**config.mk**
```make
export PLATFORM = sky130hd
export DESIGN_NAME = dp_alu_unit
export DESIGN_NICKNAME = d
export VERILOG_FILES = /design/src/rtl/dp_alu_pkg.sv /design/src/rtl/dp_cond_gate.sv /design/src/rtl/dp_exec_core.sv /design/src/rtl/dp_flag_reg.sv /design/src/rtl/dp_alu_unit.sv
export SDC_FILE = /design/constraint.sdc
export NUM_CORES = 1
export LEC_CHECK = 0
export ABC_AREA = 1
export BUFFER_PORTS_ARGS = -buffer_cell sky130_fd_sc_hd__buf_4
export CORE_MARGIN = 2
export CORE_UTILIZATION = 53
export CTS_BUF_LIST = sky130_fd_sc_hd__clkbuf_8
export CTS_CLUSTER_DIAMETER = 80
export CTS_CLUSTER_SIZE = 16
export DETAILED_ROUTE_END_ITERATION = 7
export GPL_TIMING_DRIVEN = 0
export PLACE_DENSITY_LB_ADDON = 0.08
export SYNTH_ARGS = -nofsm -noshare
export SYNTH_HDL_FRONTEND = slang
export SYNTH_SLANG_ARGS = --single-unit
export TNS_END_PERCENT = 50
```
**constraint.sdc**
```tcl
create_clock -name clk -period 3.2 [get_ports clk]
set_input_delay 0.32 -clock clk [delete_from_list [all_inputs] [get_ports clk]]
set_output_delay 0.32 -clock clk [all_outputs]
set_load 0.02 [all_outputs]
```
**src/rtl/dp_alu_pkg.sv**
```systemverilog
package dp_alu_pkg;

    typedef enum logic [3:0] {
        OP_AND = 4'h0, OP_EOR = 4'h1, OP_SUB = 4'h2, OP_RSB = 4'h3,
        OP_ADD = 4'h4, OP_ADC = 4'h5, OP_SBC = 4'h6, OP_RSC = 4'h7,
        OP_TST = 4'h8, OP_TEQ = 4'h9, OP_CMP = 4'hA, OP_CMN = 4'hB,
        OP_ORR = 4'hC, OP_MOV = 4'hD, OP_BIC = 4'hE, OP_MVN = 4'hF
    } dp_op_e;

    typedef enum logic [3:0] {
        CC_EQ = 4'h0, CC_NE = 4'h1, CC_CS = 4'h2, CC_CC = 4'h3,
        CC_MI = 4'h4, CC_PL = 4'h5, CC_VS = 4'h6, CC_VC = 4'h7,
        CC_HI = 4'h8, CC_LS = 4'h9, CC_GE = 4'hA, CC_LT = 4'hB,
        CC_GT = 4'hC, CC_LE = 4'hD, CC_AL = 4'hE, CC_NV = 4'hF
    } dp_cond_e;

    typedef struct packed {
        logic n;
        logic z;
        logic c;
        logic v;
    } nzcv_t;

    localparam nzcv_t NZCV_RESET = '{n: 1'b0, z: 1'b0, c: 1'b0, v: 1'b0};

    // Adder-based operations: codes 2..7 plus the two arithmetic compares.
    function automatic logic op_is_arith(dp_op_e op);
        case (op)
            OP_SUB, OP_RSB, OP_ADD, OP_ADC,
            OP_SBC, OP_RSC, OP_CMP, OP_CMN: op_is_arith = 1'b1;
            default:                        op_is_arith = 1'b0;
        endcase
    endfunction

    // Status-only operations sit at codes 8..B.
    function automatic logic op_is_compare(dp_op_e op);
        op_is_compare = (op[3:2] == 2'b10);
    endfunction

    function automatic logic cond_holds(dp_cond_e cc, nzcv_t f);
        case (cc)
            CC_EQ:   cond_holds = f.z;
            CC_NE:   cond_holds = !f.z;
            CC_CS:   cond_holds = f.c;
            CC_CC:   cond_holds = !f.c;
            CC_MI:   cond_holds = f.n;
            CC_PL:   cond_holds = !f.n;
            CC_VS:   cond_holds = f.v;
            CC_VC:   cond_holds = !f.v;
            CC_HI:   cond_holds = f.c && !f.z;
            CC_LS:   cond_holds = !f.c || f.z;
            CC_GE:   cond_holds = (f.n == f.v);
            CC_LT:   cond_holds = (f.n != f.v);
            CC_GT:   cond_holds = !f.z && (f.n == f.v);
            CC_LE:   cond_holds = f.z || (f.n != f.v);
            CC_AL:   cond_holds = 1'b1;
            default: cond_holds = 1'b0;
        endcase
    endfunction

endpackage

```
**src/rtl/dp_cond_gate.sv**
```systemverilog
module dp_cond_gate
    import dp_alu_pkg::*;
(
    input  logic     vld_i,
    input  dp_cond_e cond_i,
    input  nzcv_t    flags_i,
    output logic     pass_o
);
    always_comb begin
        pass_o = vld_i && cond_holds(cond_i, flags_i);
    end
endmodule

```
**src/rtl/dp_exec_core.sv**
```systemverilog
module dp_exec_core
    import dp_alu_pkg::*;
#(
    parameter int WIDTH = 32
) (
    input  dp_op_e           op_i,
    input  logic [WIDTH-1:0] a_i,
    input  logic [WIDTH-1:0] b_i,
    input  logic             c_flag_i,
    output logic [WIDTH-1:0] result_o,
    output logic             carry_o,
    output logic             ovf_o,
    output logic             arith_o
);
    localparam int MSB = WIDTH - 1;

    logic [WIDTH-1:0] add_x, add_y, logic_res;
    logic             add_ci;
    logic [WIDTH:0]   add_sum;

    // Operand steering: subtraction is x + ~y + ci, reversed forms swap roles.
    always_comb begin
        add_x  = a_i;
        add_y  = b_i;
        add_ci = 1'b0;
        case (op_i)
            OP_ADC: add_ci = c_flag_i;
            OP_SUB, OP_CMP: begin
                add_y  = ~b_i;
                add_ci = 1'b1;
            end
            OP_SBC: begin
                add_y  = ~b_i;
                add_ci = c_flag_i;
            end
            OP_RSB: begin
                add_x  = b_i;
                add_y  = ~a_i;
                add_ci = 1'b1;
            end
            OP_RSC: begin
                add_x  = b_i;
                add_y  = ~a_i;
                add_ci = c_flag_i;
            end
            default: ;
        endcase
    end

    always_comb begin
        add_sum = {1'b0, add_x} + {1'b0, add_y} + {{WIDTH{1'b0}}, add_ci};
    end

    always_comb begin
        case (op_i)
            OP_AND, OP_TST: logic_res = a_i & b_i;
            OP_EOR, OP_TEQ: logic_res = a_i ^ b_i;
            OP_ORR:         logic_res = a_i | b_i;
            OP_MOV:         logic_res = b_i;
            OP_BIC:         logic_res = a_i & ~b_i;
            OP_MVN:         logic_res = ~b_i;
            default:        logic_res = '0;
        endcase
    end

    always_comb begin
        arith_o  = op_is_arith(op_i);
        result_o = arith_o ? add_sum[MSB:0] : logic_res;
        carry_o  = add_sum[WIDTH];
        ovf_o    = (add_x[MSB] == add_y[MSB]) && (add_sum[MSB] != add_x[MSB]);
    end
endmodule

```
**src/rtl/dp_flag_reg.sv**
```systemverilog
module dp_flag_reg
    import dp_alu_pkg::*;
(
    input  logic  clk,
    input  logic  rst,
    input  nzcv_t nxt_i,
    output nzcv_t q_o
);
    always_ff @(posedge clk) begin
        if (rst) q_o <= NZCV_RESET;
        else     q_o <= nxt_i;
    end
endmodule

```
**src/rtl/dp_alu_unit.sv**
```systemverilog
module dp_alu_unit
    import dp_alu_pkg::*;
#(
    parameter int WIDTH = 32
) (
    input  logic             clk,
    input  logic             rst,
    input  logic             vld_i,
    input  logic [3:0]       opcode_i,
    input  logic             set_st_i,
    input  logic [3:0]       cond_i,
    input  logic [WIDTH-1:0] opa_i,
    input  logic [WIDTH-1:0] opb_i,
    input  logic             sh_carry_i,
    input  logic             sh_nonzero_i,
    output logic [WIDTH-1:0] result_o,
    output logic             wr_en_o,
    output logic [3:0]       flags_nxt_o,
    output logic [3:0]       flags_o
);
    localparam int MSB = WIDTH - 1;

    dp_op_e   op;
    dp_cond_e cc;
    nzcv_t    flags_q, flags_d;
    logic     pass, is_cmp, do_upd;
    logic     carry, ovf, arith;

    assign op = dp_op_e'(opcode_i);
    assign cc = dp_cond_e'(cond_i);

    dp_cond_gate u_cond (
        .vld_i  (vld_i),
        .cond_i (cc),
        .flags_i(flags_q),
        .pass_o (pass)
    );

    dp_exec_core #(.WIDTH(WIDTH)) u_core (
        .op_i    (op),
        .a_i     (opa_i),
        .b_i     (opb_i),
        .c_flag_i(flags_q.c),
        .result_o(result_o),
        .carry_o (carry),
        .ovf_o   (ovf),
        .arith_o (arith)
    );

    always_comb begin
        is_cmp  = op_is_compare(op);
        do_upd  = pass && (set_st_i || is_cmp);
        wr_en_o = pass && !is_cmp;
        flags_d = flags_q;
        if (do_upd) begin
            flags_d.n = result_o[MSB];
            flags_d.z = (result_o == '0);
            if (arith) begin
                flags_d.c = carry;
                flags_d.v = ovf;
            end else if (sh_nonzero_i) begin
                flags_d.c = sh_carry_i;
            end
        end
    end

    dp_flag_reg u_flags (
        .clk  (clk),
        .rst  (rst),
        .nxt_i(flags_d),
        .q_o  (flags_q)
    );

    assign flags_nxt_o = flags_d;
    assign flags_o     = flags_q;

    AST_CMP_NO_WRITE: assert property (@(posedge clk) disable iff (rst)
        (vld_i && opcode_i[3:2] == 2'b10) |-> !wr_en_o);

    AST_NOS_FLAGS_HOLD: assert property (@(posedge clk) disable iff (rst)
        (!set_st_i && opcode_i[3:2] != 2'b10) |=> $stable(flags_o));

    AST_COND_FAIL_NO_WRITE: assert property (@(posedge clk) disable iff (rst)
        (vld_i && cond_i == 4'hF) |-> !wr_en_o);

    AST_COND_FAIL_FLAGS_HOLD: assert property (@(posedge clk) disable iff (rst)
        (vld_i && !pass) |=> $stable(flags_o));

    AST_IDLE_QUIET: assert property (@(posedge clk) disable iff (rst)
        !vld_i |=> ($stable(flags_o) && !$past(wr_en_o)));

    AST_LOGIC_V_HOLD: assert property (@(posedge clk) disable iff (rst)
        (vld_i && !arith) |=> $stable(flags_o[0]));

    AST_Z_TRACKS_RESULT: assert property (@(posedge clk) disable iff (rst)
        do_upd |=> (flags_o[2] == ($past(result_o) == '0)));

    AST_N_TRACKS_RESULT: assert property (@(posedge clk) disable iff (rst)
        do_upd |=> (flags_o[3] == $past(result_o[MSB])));
endmodule

```
Yosys cells after proc, flatten, opt, wreduce, memory -nomap -nowiden:

Memories as Yosys holds them, arrays and structs flattened.
Index checks and enable logic that the tools add are counted.
W data, S select, Z words.

* register bits after elaboration: 4
* bits in read-only memories: 16
* output and inout bits: 41
* word-level logic and storage cells: 78
* memories kept: 1

Memories
* (no name shown): words 16, bits a word 1, read ports 1, clocked after Yosys merged registers in 0, write ports 0, RTL line dp_alu_pkg.sv:28 `case (op)`

* add/sub/neg operators: 2
* equality and inequality tests: 32
* multiplexer cells: 10
* bitwise gates (word level): 6
* reductions and logical operators: 23

Operators by type and width (count)
* $pmux W32 S6: 1
* $and A32 B32 Y32: 2
* $mux W32: 2
* $not A32 Y32: 2
* $pmux W32 S2: 1
* $eq A4 B4 Y1 const B: 14
* $add A32 B32 Y33: 1
* $add A33 B1 Y33: 1
* $logic_not A32 Y1: 1
* $or A32 B32 Y32: 1
* $xor A32 B32 Y32: 1
* $eq A4 B3 Y1 const B: 7
* $eq A4 B2 Y1 const B: 4
* $pmux W1 S15: 1
* $reduce_or A3 Y1: 3
* $eq A4 B1 Y1 const B: 2
* $logic_not A4 Y1: 2
* $logic_and A1 B1 Y1: 6
* $reduce_or A2 Y1: 3
* $logic_not A1 Y1: 5
* $mux W4: 1
* $logic_or A1 B1 Y1: 3
* $mux W1: 3
* $eq A1 B1 Y1: 2
* other kinds (3): 4

Logic depth before layout (Yosys ltp):

Gate-level depths: netlist (run 1).

* word-level depth: 9
* gate-level depth with buffers: 27
* gate-level depth less buffers: 26

Hierarchy:

From an unflattened synthesis (run 1), not the netlist that was laid out.

* cells, all modules: 1158
* area total of the unflattened synthesis: 5983.2 um^2

Modules (own cells, without submodules)
* dp_exec_core: instances 1, cells an instance 1037, area an instance 5396.4 um^2, seq. area each 0.0 um^2
* dp_cond_gate: instances 1, cells an instance 55, area an instance 241.5 um^2, seq. area each 0.0 um^2
* dp_alu_unit: instances 1, cells an instance 54, area an instance 235.2 um^2, seq. area each 0.0 um^2
* dp_flag_reg: instances 1, cells an instance 12, area an instance 110.1 um^2, seq. area each 80.1 um^2

Least setup slack after synthesis (run 1):

No wires, ideal clock.

* path kind: input -> output
* start: input port opcode_i[1]
* end: output port flags_nxt_o[2]
* data arrival time: 3.407 ns
* data required time: 2.880 ns
* path slack: -0.527 ns
* stages: 26
* path through: nand2_1 -> nor2_1 -> clkbuf_1 -> inv_1 -> clkbuf_1 -> nand3_1 -> o21ai_0 -> fa_1 -> inv_1 -> fa_1 -> nand2_1 -> nand2_1 -> nand3_1 -> nand2_1 -> nand2_1 -> nand2_1 -> nand2_1 -> nand3_1 -> nand2_1 -> nor2_1 -> nand2_1 -> nor2_1 -> nand2_1 -> nor2_1 -> nand3_1 -> nand2_1

* longest elaborated chain between the ends: 8
* elaborated cells on any way between the ends: 30
* classes of those cells: 2 x add/sub; 13 x eq/ne; 6 x mux; 8 x reduce/logical; 1 x memory

Ends and longest elaborated chain
* from (decl): RTL line dp_alu_unit.sv:9 `input logic [3:0] opcode_i,`
* $eq A4 B2 Y1 (tied with other cells): RTL line dp_exec_core.sv:26 `case (op_i)`
* $reduce_or A3 Y1 (no line) / $reduce_or A2 Y1 (equally long branches)
* $pmux W32 S2 / $mux W32 (equally long branches): RTL line dp_exec_core.sv:26
* $add A32 B32 Y33: RTL line dp_exec_core.sv:51 `add_sum = {1'b0, add_x} + {1'b0, add_y} + {{WIDTH{1'b0}}, add_ci};`
* $add A33 B1 Y33: RTL line dp_exec_core.sv:51
* $mux W32 *: RTL line dp_exec_core.sv:68 `result_o = arith_o ? add_sum[MSB:0] : logic_res;`
* net result_o[10]: RTL line dp_alu_unit.sv:16 `output logic [WIDTH-1:0] result_o,`
* $logic_not A32 Y1 *: RTL line dp_alu_unit.sv:57 `flags_d.z = (result_o == '0);`
* $mux W4 *: RTL line dp_alu_unit.sv:55 `if (do_upd) begin`
* to (decl): RTL line dp_alu_unit.sv:18 `output logic [3:0] flags_nxt_o,`

Mark *: on every way through the listed nets, which the timed path passes. The rest lies on a longest branch.

Worst setup path in the final report (run 1):

* start: input port opcode_i[1]
* end: output port flags_nxt_o[2]

* longest elaborated chain between the ends: 8
* elaborated cells on any way between the ends: 30
* classes of those cells: 2 x add/sub; 13 x eq/ne; 6 x mux; 8 x reduce/logical; 1 x memory

Ends and longest elaborated chain (RTL line)
* $eq A4 B2 Y1 (tied with other cells): dp_exec_core.sv:26
* $reduce_or A3 Y1 (no line) / $reduce_or A2 Y1 (equally long branches)
* $pmux W32 S2 / $mux W32 (equally long branches): dp_exec_core.sv:26
* $add A32 B32 Y33: dp_exec_core.sv:51
* $add A33 B1 Y33: dp_exec_core.sv:51
* $mux W32 *: dp_exec_core.sv:68
* $logic_not A32 Y1 *: dp_alu_unit.sv:57
* $mux W4 *: dp_alu_unit.sv:55

Mark *: on every way between the ends. The rest lies on a longest branch, timed or not.

==> results of run 1 <==
==> cells by family after synthesis <==
| logic type | count (synthesis) | share of synthesized area |
|---|---|---|
| compound gates | 179 | 0.1808 |
| fa+ha+maj | 65 | 0.1359 |
| buf+inv | 261 | 0.1661 |
| xor+xnor | 14 | 0.02012 |
| simple gates | 716 | 0.4840 |
| flops | 4 | 0.01314 |
==> final cells by class <==
cell class | instances | area (um^2)
repair buffers | 195 | 1594
well taps | 143 | 178.9
fillers | 677 | 1665
inverters | 226 | 878.3
plain buffers | 34 | 300.3
flip-flops and latches | 4 | 81.33
multi-input cells | 974 | 6581
clock buffers | 3 | 41.29
==> through the flow <==
stage / power [uW] / std cells / cell area (um^2)
floorplan: 1185 / 1239 / 6251
global placement: 1738 / 1500 / 7316
detailed placement: 1753 / 1500 / 7316
CTS: 2291 / 1567 / 8765
global route: 2914 / 1579 / 9656
finish: 2766 / 1579 / 9656
==> power breakdown <==
part	internal [uW]	switching (uW)	total, uW
Sequential	53.3	3.09	56.4
Combinational	1030	1580	2600
Clock	80.1	25.2	105
==> synth_stat cells (3+ instances only) <==
cell type | number | area share
a211oi_1 | 9 | 0.011
a21oi_1 | 44 | 0.036
a31oi_1 | 4 | 0.0041
buf_1 | 3 | 0.0018
buf_2 | 8 | 0.0066
buf_4 | 4 | 0.0049
clkbuf_1 | 19 | 0.012
dfxtp_1 | 4 | 0.013
ha_1 | 63 | 0.13
inv_1 | 219 | 0.13
inv_2 | 6 | 0.0037
nand2_1 | 480 | 0.30
nand2_2 | 3 | 0.0031
nand3_1 | 87 | 0.071
nand3b_1 | 9 | 0.011
nand4_1 | 21 | 0.022
nor2_1 | 89 | 0.055
nor3_1 | 18 | 0.015
o2111ai_1 | 5 | 0.0072
o211ai_1 | 6 | 0.0074
o21ai_0 | 53 | 0.044
o21ai_1 | 13 | 0.011
o221ai_1 | 31 | 0.045
o22ai_1 | 7 | 0.0072
xor2_1 | 14 | 0.020
==> worst max-delay path, stage by stage <==
cell       delay, ps
buf_12           110
buf_12           120
nand2_4           80
nor2_4            50
nor2_4           150
clkinv_4         150
clkbuf_16        210
o221ai_2         290
ha_4             220
nand2_2           80
inv_1             90
nand2_1          100
nor3_4           160
nand2_1          110
nand2_1          150
nand2_1           90
nand3_1           80
nand2_1          120
inv_1             90
nand2_1           80
nor2_4           150
nand3_2          120
nor2_2           140
nand3_2           90
nand2_2           90
buf_6            110
==> routing by layer <==
layer / track usage / vias to the layer above / share of wire
met5: 0 / - / 0
met4: 0.1811 / 0 / 0.086
met3: 0.08857 / 303 / 0.15
met2: 0.6573 / 978 / 0.42
met1: 0.5399 / 4364 / 0.34
li1: - / 4388 / -
==> final timing paths <==
| check | startpoint | endpoint | slack [ps] | cells past startpoint |
|---|---|---|---|---|
| max | opcode_i[1] | flags_nxt_o[2] | -680 | 26 |
| min | rst | u_flags.q_o[1]$_SDFF_PP0_ | 290 | 2 |
| max reg2reg | u_flags.q_o[1]$_SDFF_PP0_ | u_flags.q_o[2]$_SDFF_PP0_ | -360 | 26 |
| min reg2reg | u_flags.q_o[1]$_SDFF_PP0_ | u_flags.q_o[1]$_SDFF_PP0_ | 530 | 2 |
==> repair_timing <==
action,in CTS,in global routing
setup buffers,61,12
pin swaps,93,68
hold endpoints to repair,0,0
endpoints found under the setup margin,33,30
gates cloned,4,0
resized for setup,234,165
==> flow_summary.ini, run 1 <==
[run_status]
status = finished with violations
violations = DRC, setup timing

[layout]
drive_above_1_share = 0.3468
layout_commonest_cell = nand2_1
largest_register_ffs = 4
fin_util = 0.8529
syn_to_final_growth_pct = 58.39
fin_nets = 1581
num_antenna_cells = 0
max_flop_register = u_flags.q_o
reg_top3 = u_flags.q_o: 4 flops
final_cell_mix = nand2_1, inv_1, buf_4, nand2_2, nand3_1

[placement]
hpwl_um = 19270
port_buffers = 118
pre_cts_ws_ps = -1198
routabilityCongestion = 0.9952

[clock_tree]
cts_tree = yes
cts_root_buffer = clkbuf_8
ctsHoldBuffers = 0
h-tree-depth = 1
clkLatencyLatePin_ps = 210
clock-sinks = 4
cts_buffer_depth = 2
clkTransAtPathRegs_ps = 30
cts_made_buffers = 3

[flow_run]
cap_violations = 0

[routing]
vias = 10030
drtIter0Drc = 1517
ant_nets = 0
routedWlPerCell_um = 19.66
vias_per_cell = 6.354
route.detailed.drc = 6
wirelength_um = 31050
firstDrtPassIters = 8

[setup_path]
worstSetupStartpointType = input port
worstSetupPathType = in2out
required_ps = 2880
endpoint_kind = primary output
critical_path_arrival_ps = 3560
crit_path_max_fanout = 7

[floorplanning]
fp.coreArea_mm2 = 0.01132
rows = 39
start_util = 0.5385
fp.dieH_um = 111.2
dieArea_mm2 = 0.01238
ios = 119
fp.dieW_um = 111.2

[sta]
finalHoldWorstSlack_ps = 295.0
fmax_mhz = 257.5
slew_headroom = 0.4364
setup_ws_ps = -684.1
worst-slew-pin-transition_ps = 845.4
setup_violations = 17
hold_viol_final = 0
finClkSkew_ps = 0.1245
period_share = 1.214
finalCriticalPeriod_ps = 3884
rsz0062_at_grt = true
tns_ps = -4586
maxSlewViolCount = 0

[synthesis]
synthesis.area_mm2 = 0.006096
synth_nets = 1382
ys_async_sr_fraction = 0
synth_cell_types = 39
syn_inst = 1239
avgSynthCellArea_um2 = 4.920
ys_seq_area_frac = 0.01314
yosysWarnings = 0
synthFlopType = dfxtp_1
ys_seq_elements = 4
synth_edf_count = 0

[power_and_ir_drop]
p_per_area_mw_per_mm2 = 286.5
p_leak_uw = 0.004986
peakVddDrop_mv = 0.2659

[min_path]
hp-class = in2reg

[grt]
grtUsageTotal = 0.4142
grt_pass1_wl_um = 42050
grt_pass1_vias = 8665
antenna_found_initial = 0
overflow = 0
grt_max_degree = 12
Note: power is estimated with default switching activity, not from simulation.
==> run 2, diff against run 1 <==
- CORE_UTILIZATION: 53 -> 59
- REMOVE_ABC_BUFFERS: not set -> 1
- clock period: 3.2 -> 4 ns (I/O delays scaled with it)
==> run 2 against run 1 <==
The run ends with capacitance limit, slew limit, setup timing left. Critical path depth unchanged. Final area is 15% lower. Clock skew grew 1.1 ps. Combinational power shrank 37%. Clock power down 18%. Register-to-register slack gained 630 ps. Die area decreased by 9.8%. Sequential power down 20%. Largest power group unchanged.
==> flow_summary.ini, run 2 (synthesis gave the netlist of run 1 again) <==
[clock_tree]
ctsHoldBuffers = 0
clkTransAtPathRegs_ps = 30
clock-sinks = 4
cts_made_buffers = 3
h-tree-depth = 1
cts_tree = yes
clkLatencyLatePin_ps = 220
cts_buffer_depth = 2
cts_root_buffer = clkbuf_8

[routing]
firstDrtPassIters = 7
routedWlPerCell_um = 16.32
ant_nets = 0
vias_per_cell = 5.969
route.detailed.drc = 0
vias = 9067
wirelength_um = 24790
drtIter0Drc = 1082

[grt]
overflow = 0
antenna_found_initial = 0
grt_pass1_wl_um = 37950
grtUsageTotal = 0.4118
grt_pass1_vias = 8082
grt_max_degree = 37

[setup_path]
worstSetupPathType = in2out
critical_path_arrival_ps = 3710
endpoint_kind = primary output
required_ps = 3600
r2r_cells = 25
crit_path_max_fanout = 16
worstSetupStartpointType = input port

[layout]
final_cell_mix = nand2_1, inv_1, buf_4, nand3_1, nor2_1
stdcell_area_mm2 = 0.008204
max_flop_register = u_flags.q_o
largest_register_ffs = 4
fin_nets = 1528
instances_no_fill = 1519
layout_commonest_cell = nand2_1
drive_above_1_share = 0.2299
num_antenna_cells = 0
multi_input_area_mm2 = 0.005614
syn_to_final_growth_pct = 34.59
seqCellArea_um2 = 80.08
fillerInstances = 817
reg_top3 = u_flags.q_o: 4 flops

[floorplanning]
start_util = 0.5985
fp.coreArea_mm2 = 0.01018
fp.dieH_um = 105.6
fp.dieW_um = 105.6
ios = 119
dieArea_mm2 = 0.01116
rows = 37

[placement]
placed_cells = 1461
dpl_cell_area_mm2 = 0.007061
hpwl_um = 15860
routabilityCongestion = 1.015
pre_cts_ws_ps = -1614
port_buffers = 118

[min_path]
hold_path_depth = 2
hp-class = in2reg

[sta]
setup_violations = 4
finClkSkew_ps = 1.245
hold_viol_final = 0
fmax_mhz = 243.1
slew_headroom = -0.1929
finalCriticalPeriod_ps = 4114
finalHoldWorstSlack_ps = 367.5
worst-slew-pin-transition_ps = 1783
rsz0062_at_grt = true
setup_ws_ps = -114.2
maxSlewViolCount = 15
period_share = 1.029

[power_and_ir_drop]
p_per_area_mw_per_mm2 = 214.8
p_leak_uw = 0.004494
peakVddDrop_mv = 0.1808

[run_status]
violations = capacitance limit, slew limit, setup timing
status = finished with violations

[flow_run]
cap_violations = 1
==> run 2: cell types whose count changed in the layout (fill, tap and decap cells not counted), sizes merged <==
cell	change
bufbuf	+1
buf	-44
clkinvlp	+4
clkbuf	-13
clkinv	-2
nor2	+1
==> run 2: final timing paths <==
check | startpoint | endpoint | slack [ps]
worst max-delay path | opcode_i[3] | flags_nxt_o[2] | -110
worst min register to register | u_flags.q_o[1]$_SDFF_PP0_ | u_flags.q_o[1]$_SDFF_PP0_ | 560
worst min-delay path | rst | u_flags.q_o[2]$_SDFF_PP0_ | 370
worst max register to register | u_flags.q_o[1]$_SDFF_PP0_ | u_flags.q_o[2]$_SDFF_PP0_ | 270
==> run 2: area by class of cell <==
cell class / count / share of cell area
Clock buffer: 3 / 0.005033
Inverter: 226 / 0.1049
Tap cell: 136 / 0.02074
Timing Repair Buffer: 173 / 0.1734
Timing Repair inverter: 2 / 0.001830
Sequential cell: 4 / 0.009761
Multi-Input combinational cell: 975 / 0.6843
==> run 2: stage by stage <==
stage	power, uW	utilization	setup TNS [ps]
after global placement	1317	0.6861	-156360
after floorplan	909.5	-	-55510
after global routing	1909	0.8055	-1091
final	1762	0.8055	-316.7
after CTS	1526	0.7490	0
after detailed placement	1337	0.6932	-36130
==> run 2: power by group <==
part           switching, uW  internal [uW]
combinational           1010            623
clock                   21.6           64.2
sequential              2.76           42.5
==> run 2: critical path, stage by stage <==
cell	delay, ps
buf_6	140
nand2_8	90
inv_6	70
nor2_4	40
buf_12	120
nor2_4	180
clkinvlp_4	160
buf_12	180
o221ai_2	200
ha_1	310
nand3_1	150
nand2_1	120
nand2_1	120
nand2_2	80
nand2_1	100
nand2_2	80
nand2_1	60
nand2_1	80
a21oi_2	200
nand2_2	100
nor2_1	120
nand2_2	100
nor2_2	150
nand3_2	110
nand2_1	80
buf_4	140
==> run 2: what timing repair did <==
| item | in CTS | in global routing |
|---|---|---|
| setup buffers | 32 | 19 |
| pin swaps | 21 | 45 |
| gates resized for setup | 60 | 106 |
| endpoints found under the setup margin | 39 | 7 |
| gates cloned | 4 | 0 |
==> run 2: metal layers <==
metal / track usage / vias to the layer above / share of wire
met5: 0 / - / 0
met4: 0.1673 / 0 / 0.049
met3: 0.05999 / 122 / 0.11
met2: 0.6995 / 623 / 0.46
met1: 0.5199 / 4032 / 0.38
li1: - / 4290 / -
